**src/rtl/dt_pkg.sv**
```systemverilog
package dt_pkg;

  localparam int CTRL_W = 16;

  localparam int A_CORE_CTL = 0;
  localparam int A_AUX_CTL  = 1;
  localparam int A_CORE_CNT = 2;
  localparam int A_AUX_CNT  = 3;
  localparam int A_CAPREL   = 4;

  typedef enum logic [1:0] {
    AUX_PRESC = 2'd0,
    AUX_EXT   = 2'd1,
    AUX_CHAIN = 2'd2,
    AUX_OFF   = 2'd3
  } aux_src_e;

  typedef struct packed {
    logic [6:0] rsvd;
    logic       reload_en;
    logic [3:0] n;
    logic       src_ext;
    logic       ext_dir;
    logic       down;
    logic       run;
  } core_ctrl_t;

  typedef struct packed {
    logic [2:0] rsvd;
    logic       clr_cap;
    logic [1:0] cap_edge;
    logic       cap_en;
    logic [3:0] n;
    aux_src_e   src;
    logic       ext_dir;
    logic       down;
    logic       run;
  } aux_ctrl_t;

endpackage

```
**src/rtl/dt_sync.sv**
```systemverilog
module dt_sync #(
  parameter int N      = 1,
  parameter int STAGES = 2
) (
  input  logic         clk_i,
  input  logic         rst_ni,
  input  logic [N-1:0] d_i,
  output logic [N-1:0] q_o
);
  for (genvar b = 0; b < N; b++) begin : g_bit
    logic [STAGES-1:0] sh_q;
    always_ff @(posedge clk_i or negedge rst_ni) begin
      if (!rst_ni) sh_q <= '0;
      else         sh_q <= {sh_q[STAGES-2:0], d_i[b]};
    end
    assign q_o[b] = sh_q[STAGES-1];
  end
endmodule

```
**src/rtl/dt_prescaler.sv**
```systemverilog
module dt_prescaler #(
  parameter int PRE_W = 12,
  parameter int NUM   = 2,
  parameter int N_MIN = 2,
  parameter int N_MAX = 12
) (
  input  logic                clk_i,
  input  logic                rst_ni,
  input  logic [NUM-1:0][3:0] n_i,
  output logic [NUM-1:0]      tick_o
);
  logic [PRE_W-1:0] pre_q;

  always_ff @(posedge clk_i or negedge rst_ni) begin
    if (!rst_ni) pre_q <= '0;
    else         pre_q <= pre_q + 1'b1;
  end

  for (genvar i = 0; i < NUM; i++) begin : g_sel
    logic [3:0]       n_c;
    logic [PRE_W-1:0] mask;
    always_comb begin
      if (int'(n_i[i]) < N_MIN)      n_c = 4'(N_MIN);
      else if (int'(n_i[i]) > N_MAX) n_c = 4'(N_MAX);
      else                           n_c = n_i[i];
      mask = (PRE_W'(1) << n_c) - 1'b1;
    end
    assign tick_o[i] = ((pre_q & mask) == mask);

    AST_TICK_GAP: assert property (@(posedge clk_i) disable iff (!rst_ni)
      tick_o[i] |=> !tick_o[i]);
  end
endmodule

```
**src/rtl/dt_counter.sv**
```systemverilog
module dt_counter #(
  parameter int W = 16
) (
  input  logic         clk_i,
  input  logic         rst_ni,
  input  logic         run_i,
  input  logic         tick_i,
  input  logic         down_i,
  input  logic         load_en_i,
  input  logic [W-1:0] load_val_i,
  input  logic         clr_i,
  input  logic         reload_en_i,
  input  logic [W-1:0] reload_val_i,
  output logic [W-1:0] cnt_o,
  output logic         wrap_o
);
  logic [W-1:0] cnt_q;
  logic         step, at_lim;

  assign at_lim = down_i ? (cnt_q == '0) : (cnt_q == '1);
  assign step   = run_i && tick_i && !load_en_i && !clr_i;
  assign wrap_o = step && at_lim;
  assign cnt_o  = cnt_q;

  // priority: software load, clear, reload on wrap, step
  always_ff @(posedge clk_i or negedge rst_ni) begin
    if (!rst_ni)                     cnt_q <= '0;
    else if (load_en_i)              cnt_q <= load_val_i;
    else if (clr_i)                  cnt_q <= '0;
    else if (wrap_o && reload_en_i)  cnt_q <= reload_val_i;
    else if (step)                   cnt_q <= down_i ? cnt_q - 1'b1 : cnt_q + 1'b1;
  end

  AST_WRAP_UP: assert property (@(posedge clk_i) disable iff (!rst_ni)
    (wrap_o && !down_i && !reload_en_i) |=> (cnt_o == '0));
  AST_WRAP_DN: assert property (@(posedge clk_i) disable iff (!rst_ni)
    (wrap_o && down_i && !reload_en_i) |=> (cnt_o == '1));
  AST_RELOAD: assert property (@(posedge clk_i) disable iff (!rst_ni)
    (wrap_o && reload_en_i) |=> (cnt_o == $past(reload_val_i)));
  AST_LOAD_WINS: assert property (@(posedge clk_i) disable iff (!rst_ni)
    load_en_i |=> (cnt_o == $past(load_val_i)));
  AST_HOLD: assert property (@(posedge clk_i) disable iff (!rst_ni)
    (!load_en_i && !clr_i && !(run_i && tick_i)) |=> $stable(cnt_o));
endmodule

```
**src/rtl/gp_dual_timer.sv**
```systemverilog
module gp_dual_timer
  import dt_pkg::*;
#(
  parameter int CNT_W       = 16,
  parameter int ADDR_W      = 3,
  parameter int PRE_W       = 12,
  parameter int N_MIN       = 2,
  parameter int N_MAX       = 12,
  parameter int SYNC_STAGES = 2
) (
  input  logic              clk_i,
  input  logic              rst_ni,
  input  logic              wr_en_i,
  input  logic [ADDR_W-1:0] addr_i,
  input  logic [CNT_W-1:0]  wdata_i,
  output logic [CNT_W-1:0]  rdata_o,
  input  logic              core_cnt_i,
  input  logic              core_dir_i,
  input  logic              aux_cnt_i,
  input  logic              aux_dir_i,
  input  logic              cap_i,
  output logic              tgl_o,
  output logic              core_irq_o,
  output logic              aux_irq_o,
  output logic              cap_irq_o
);
  localparam int NT   = 2;
  localparam int NPIN = 5;

  core_ctrl_t core_ctrl_q;
  aux_ctrl_t  aux_ctrl_q;
  logic [CNT_W-1:0] cr_q;

  logic wr_core_ctl, wr_aux_ctl, wr_cr;
  assign wr_core_ctl = wr_en_i && (addr_i == ADDR_W'(A_CORE_CTL));
  assign wr_aux_ctl  = wr_en_i && (addr_i == ADDR_W'(A_AUX_CTL));
  assign wr_cr       = wr_en_i && (addr_i == ADDR_W'(A_CAPREL));

  // pin synchronisation: {cap, aux_dir, aux_cnt, core_dir, core_cnt}
  logic [NPIN-1:0] pin_s;
  dt_sync #(.N(NPIN), .STAGES(SYNC_STAGES)) u_sync (
    .clk_i, .rst_ni,
    .d_i({cap_i, aux_dir_i, aux_cnt_i, core_dir_i, core_cnt_i}),
    .q_o(pin_s)
  );

  logic [2:0] prev_q;
  always_ff @(posedge clk_i or negedge rst_ni) begin
    if (!rst_ni) prev_q <= '0;
    else         prev_q <= {pin_s[4], pin_s[2], pin_s[0]};
  end

  logic core_rise, aux_rise, cap_rise, cap_fall;
  assign core_rise = pin_s[0] && !prev_q[0];
  assign aux_rise  = pin_s[2] && !prev_q[1];
  assign cap_rise  = pin_s[4] && !prev_q[2];
  assign cap_fall  = !pin_s[4] && prev_q[2];

  logic [NT-1:0] psc_tick;
  dt_prescaler #(.PRE_W(PRE_W), .NUM(NT), .N_MIN(N_MIN), .N_MAX(N_MAX)) u_psc (
    .clk_i, .rst_ni,
    .n_i({aux_ctrl_q.n, core_ctrl_q.n}),
    .tick_o(psc_tick)
  );

  logic [NT-1:0]            run, tick, down, load, clr, rld_en, wrap;
  logic [NT-1:0][CNT_W-1:0] rld_val, cnt;
  logic                     cap_evt;

  assign cap_evt = aux_ctrl_q.cap_en &&
                   ((aux_ctrl_q.cap_edge[0] && cap_rise) ||
                    (aux_ctrl_q.cap_edge[1] && cap_fall));

  always_comb begin
    run[0]     = core_ctrl_q.run;
    tick[0]    = core_ctrl_q.src_ext ? core_rise : psc_tick[0];
    down[0]    = core_ctrl_q.down ^ (core_ctrl_q.ext_dir && pin_s[1]);
    load[0]    = wr_en_i && (addr_i == ADDR_W'(A_CORE_CNT));
    clr[0]     = 1'b0;
    rld_en[0]  = core_ctrl_q.reload_en;
    rld_val[0] = cr_q;

    run[1]  = aux_ctrl_q.run;
    unique case (aux_ctrl_q.src)
      AUX_PRESC: tick[1] = psc_tick[1];
      AUX_EXT:   tick[1] = aux_rise;
      AUX_CHAIN: tick[1] = wrap[0];   // latch flips on this same edge
      default:   tick[1] = 1'b0;
    endcase
    down[1]    = aux_ctrl_q.down ^ (aux_ctrl_q.ext_dir && pin_s[3]);
    load[1]    = wr_en_i && (addr_i == ADDR_W'(A_AUX_CNT));
    clr[1]     = cap_evt && aux_ctrl_q.clr_cap;
    rld_en[1]  = 1'b0;
    rld_val[1] = '0;
  end

  for (genvar i = 0; i < NT; i++) begin : g_tmr
    dt_counter #(.W(CNT_W)) u_cnt (
      .clk_i, .rst_ni,
      .run_i(run[i]), .tick_i(tick[i]), .down_i(down[i]),
      .load_en_i(load[i]), .load_val_i(wdata_i),
      .clr_i(clr[i]),
      .reload_en_i(rld_en[i]), .reload_val_i(rld_val[i]),
      .cnt_o(cnt[i]), .wrap_o(wrap[i])
    );
  end

  always_ff @(posedge clk_i or negedge rst_ni) begin
    if (!rst_ni) begin
      core_ctrl_q <= '0;
      aux_ctrl_q  <= '0;
      cr_q        <= '0;
      tgl_o       <= 1'b0;
      core_irq_o  <= 1'b0;
      aux_irq_o   <= 1'b0;
      cap_irq_o   <= 1'b0;
    end else begin
      if (wr_core_ctl) core_ctrl_q <= core_ctrl_t'(wdata_i[CTRL_W-1:0]);
      if (wr_aux_ctl)  aux_ctrl_q  <= aux_ctrl_t'(wdata_i[CTRL_W-1:0]);
      if (cap_evt)     cr_q <= cnt[1];      // capture beats software write
      else if (wr_cr)  cr_q <= wdata_i;
      if (wrap[0])     tgl_o <= !tgl_o;
      core_irq_o <= wrap[0];
      aux_irq_o  <= wrap[1];
      cap_irq_o  <= cap_evt;
    end
  end

  always_comb begin
    unique case (int'(addr_i))
      A_CORE_CTL: rdata_o = CNT_W'(core_ctrl_q);
      A_AUX_CTL:  rdata_o = CNT_W'(aux_ctrl_q);
      A_CORE_CNT: rdata_o = cnt[0];
      A_AUX_CNT:  rdata_o = cnt[1];
      A_CAPREL:   rdata_o = cr_q;
      default:    rdata_o = '0;
    endcase
  end

  AST_TGL_FLIP: assert property (@(posedge clk_i) disable iff (!rst_ni)
    wrap[0] |=> (tgl_o != $past(tgl_o)));
  AST_CAP_WINS: assert property (@(posedge clk_i) disable iff (!rst_ni)
    cap_evt |=> (cr_q == $past(cnt[1])));
  AST_CAP_IRQ: assert property (@(posedge clk_i) disable iff (!rst_ni)
    cap_evt |=> cap_irq_o);
  AST_IRQ_PULSE: assert property (@(posedge clk_i) disable iff (!rst_ni)
    core_irq_o |=> !core_irq_o);
  AST_NO_CAP: assert property (@(posedge clk_i) disable iff (!rst_ni)
    (!aux_ctrl_q.cap_en && !wr_cr) |=> $stable(cr_q));
endmodule

```
**config.mk**
```make
export PLATFORM = sky130hd
export DESIGN_NAME = gp_dual_timer
export DESIGN_NICKNAME = d
export VERILOG_FILES = /design/src/rtl/dt_pkg.sv /design/src/rtl/dt_sync.sv /design/src/rtl/dt_prescaler.sv /design/src/rtl/dt_counter.sv /design/src/rtl/gp_dual_timer.sv
export SDC_FILE = /design/constraint.sdc
export NUM_CORES = 1
export LEC_CHECK = 0
export CORE_MARGIN = 1.5
export CORE_UTILIZATION = 60
export DETAILED_ROUTE_END_ITERATION = 8
export PLACE_DENSITY = 0.91
export SLEW_MARGIN = 20
export SYNTH_ARGS = -nofsm -noshare
export SYNTH_HDL_FRONTEND = slang
export SYNTH_SLANG_ARGS = --single-unit
```
**constraint.sdc**
```tcl
create_clock -name clk_i -period 6.01 [get_ports clk_i]
set_input_delay 1.202 -clock clk_i [delete_from_list [all_inputs] [get_ports clk_i]]
set_output_delay 1.202 -clock clk_i [all_outputs]
set_load 0.005 [all_outputs]
```
==> PnR_summary.wiki <==
{| class="wikitable"
! Metric !! Value
|-
| Cell Pwr Density || 471.0 nW/µm²
|-
| Max_cap viols || 0
|-
| Setup skew after layout || 0.005625 ns
|-
| Number of fill cells || between 800 and 900
|-
| Static leakage power || 3.209 nW
|-
| Total GRT Usage || roughly a third
|-
| Share of the synthesized netlist area taken by xor and xnor gates || 4.601%
|-
| Max Clk Rate || a little under 200 MHz
|-
| Clock H-tree levels || 3
|-
| Number of vias per cell || ~6.9
|-
| Count of instances resized after the clock tree is built || 0
|-
| Slew @ Worst Pin || 0.9282 ns
|-
| Worst reg2reg endpoint || g_tmr[1].u_cnt.cnt_o[15]
|-
| Post-route DRC || 0
|-
| Dominant register cell in the synthesized netlist || dfrtp_1
|-
| Global-route wire length before repair || 31.81 mm
|-
| Hold EP || u_sync.g_bit[2].sh_q[1]
|-
| GRT overflow || 0
|-
| Worst slew margin relative to its limit || 38.12%
|-
| Gate count of the mapped netlist || approximately 740
|-
| Worst Min Path Start || u_sync.g_bit[2].sh_q[0]
|-
| Routed wire per std cell || 21.27 µm
|-
| Critical path peak fanout || 14
|-
| Final setup viols || 0
|-
| CTS root buf || clkbuf_16
|-
| Flop2flop setup slack || 2.26 ns
|-
| # port buffers || between 40 and 50
|-
| Final-report max-slew violation count || 0
|-
| Sequential area share after synthesis || 38.73%
|-
| Cell types occupying the most area after synthesis || dfrtp_1 (39%), mux2_2 (7.0%), ha_1 (5.5%)
|-
| Largest stage delay on the critical path || between 0.6 and 0.7 ns
|-
| Dominant combinational cell family by area after synthesis || compound AO/OA/AOI/OAI gates
|-
| Worst hold slack after final layout || 0.3495 ns
|-
| Post-synthesis mux area share || 10.45%
|-
| DIE AREA || ~12000 µm²
|-
| Minimum setup slack after placement || 1.011 ns
|-
| Vias || 6350
|-
| Count of cells along the worst register-to-register path || 12
|-
| Most frequent cells in the layout || dfrtp_1 (109), nand2_1 (66), o21ai_0 (46)
|-
| Total iterations of the first detailed-routing run || 6
|-
| Unrepaired setup endpoints after global routing || false
|-
| Maximum number of pins on one net before global-route repair || 74
|-
| Critical path class || in2out
|-
| Area fraction in and, or, nand and nor cells after synthesis || 15.30%
|-
| Area leader, netlist || dfrtp_1
|-
| Syn avg cell area || 9.569 µm²
|-
| Ant. Diodes || 0
|-
| Clock tree buffer depth || 2
|-
| Worst endpoint required time || 4.81 ns
|-
| Number of primary I/O pins || 47
|-
| Remaining number of nets flagged by the antenna check after routing || 0
|-
| Area overhead of the layout relative to synthesis || 12.56%
|-
| Crit end category || output port
|-
| Post-synth EDFFs || 0
|-
| TritonCTS buffer count || 9
|-
| Routability cong. || 0.9721
|-
| Share of layout cells above drive strength 1 || a little under an eighth
|-
| Via count of the first global-routing pass || 6147
|-
| Post-synthesis register bit count || 109
|-
| Cell count of the worst hold path || 0
|-
| Number of unique standard cell types used by synthesis || 64
|-
| Core region area || between 10000 and 15000 µm²
|-
| Skew-Pair Late Insertion Delay || 0.36 ns
|-
| Total negative slack || 0 ns
|-
| Clk slew on worst S/H paths || 0.07 ns
|-
| Effective utilization at floorplan || 61.68%
|-
| Reg-to-reg startpoint || aux_ctrl_q[2]
|-
| Detailed-placement wirelength estimate || roughly 14 mm
|-
| Peak supply drop || 0.0003969 V
|-
| Post-CTS setup repair buffer count || 0
|-
| Arrival @ worst endpoint || 3.93 ns
|-
| Initial antenna violation count || 0
|-
| Fraction of post-synthesis cell area in the top cell type by area || 38.73%
|-
| Adder-cell share of the synthesized area || 6.076%
|-
| Period minus WS final || 5.137 ns
|-
| Iteration-0 DRC Markers || 650
|-
| Most common library cell in the layout ignoring fill and taps || dfrtp_1
|-
| Library cell contributing the largest single delay on the critical path || clkdlybuf4s50_1
|-
| List of cells traversed by the critical path || clkdlybuf4s50_1, buf_4, nor2_1, buf_4, a22oi_1, o22ai_1, clkdlybuf4s50_1
|-
| TritonCTS clock tree || done
|-
| Element type at the critical path start || input port
|-
| Share of flip-flops with an asynchronous set or reset after synthesis || 100.0%
|-
| Area of the mapped netlist || roughly 7000 µm²
|-
| Final WS setup || roughly 0.87 ns
|-
| Post-CTS Hold Buffers || 0
|-
| Number of placement rows || 39
|-
| Post-synthesis compound-gate area fraction || 21.10%
|-
| Number of sinks handled by clock tree synthesis || 109
|-
| Synth Warn # || 0
|-
| Type of the most critical hold path || reg2reg
|-
| Hold violation count in the final report || 0
|-
| Final cycle utilization of the critical path || 85.47%
|-
| Run status || finished clean
|-
| Routed WL || 19.47 mm
|-
| Die width || between 100 and 150 µm
|-
| Number of nets in the final layout || 827
|-
| Vertical die dimension || 111.3 µm
|}
[where the power goes]
part	switching, mW	leakage (nW)	total [mW]	internal (mW)
sequential	0.376	1.32	1.32	0.946
clock	0.277	0.132	0.569	0.293
combinational	0.939	1.75	1.84	0.904
total	1.59	3.21	3.73	2.14
[cells in the mapped netlist, types with 11 or more instances]
cell type / n
a21oi_1: 28
a22oi_1: 30
a2bb2oi_1: 13
clkbuf_1: 35
dfrtp_1: 109
ha_1: 31
inv_1: 17
mux2_2: 44
mux2i_1: 24
nand2_1: 66
nand3_1: 17
nand4_1: 11
nor2_1: 34
nor3_1: 17
nor4_1: 13
o21ai_0: 46
o22ai_1: 18
xnor2_1: 31
[sequential cells by signal (all words and copies together) (netlist names), 3 cells and up]
name / count
g_tmr.u_cnt.cnt_o: 32
cr_q: 16
u_psc.pre_q: 12
u_sync.g_bit.sh_q: 10
aux_ctrl_q: 16
prev_q: 3
core_ctrl_q: 16
[area by class of cell]
| type | count | area [µm²] | share of cell area (%) |
|---|---|---|---|
| Timing Repair Buffer | 63 | 585.6 | 7.386 |
| Clock inverter | 5 | 33.78 | 0.4261 |
| Clock buffer | 11 | 242.7 | 3.062 |
| Tap cell | 143 | 178.9 | 2.257 |
| Sequential cell | 109 | 2728 | 34.41 |
| Inverter | 17 | 63.81 | 0.8049 |
| Multi-Input combinational cell | 567 | 4095 | 51.66 |
[metal layers]
layer / vias up / routed length, µm / GRT usage [%]
met5: - / 0 / 0
met4: 0 / 617 / 12.74
met2: 403 / 8977 / 49.94
li1: 2836 / - / -
met1: 3043 / 7884 / 44.55
met3: 68 / 1986 / 6.968
[worst max path at each step]
stage,from,to,slack [ns],cells after the start
5_1_grt,addr_i[0],rdata_o[1],0.81,7
6_report,addr_i[0],rdata_o[2],0.87,7
3_3_place_gp,addr_i[0],rdata_o[1],1.10,7
4_1_cts,addr_i[0],rdata_o[2],1.02,7
3_5_place_dp,addr_i[0],rdata_o[2],1.01,7
2_1_floorplan,addr_i[0],rdata_o[0],2.39,6
[worst max-delay path: cells and delay by family]
family / cells / cell delay, ns
buffers and inverters: 4 / 1.87
AO/OA/AOI/OAI: 2 / 0.41
AND/OR/NAND/NOR: 1 / 0.45
[kinds of logic (layout without fill, tap and decap cells)]
logic type / after synthesis / after routing
adder cells (fa/ha/maj): 33 / 33
buffers and inverters: 63 / 96
AO/OA/AOI/OAI: 212 / 212
XOR/XNOR: 37 / 37
multiplexers: 68 / 68
flip-flops: 109 / 109
other: 1 / 4
AND/OR/NAND/NOR: 213 / 213
[stage by stage]
stage / cells / util [%] / total power, mW / cell area [µm²]
after floorplan: 739 / - / 2.579 / 7054
after global placement: 899 / 67.00 / 2.980 / 7650
after detailed placement: 899 / 67.00 / 3.106 / 7650
after CTS: 915 / 69.42 / 3.682 / 7926
after global routing: 915 / 69.43 / 3.975 / 7928
final: 915 / 69.43 / 3.734 / 7928
No activity file was read; power rests on OpenSTA's default activity.
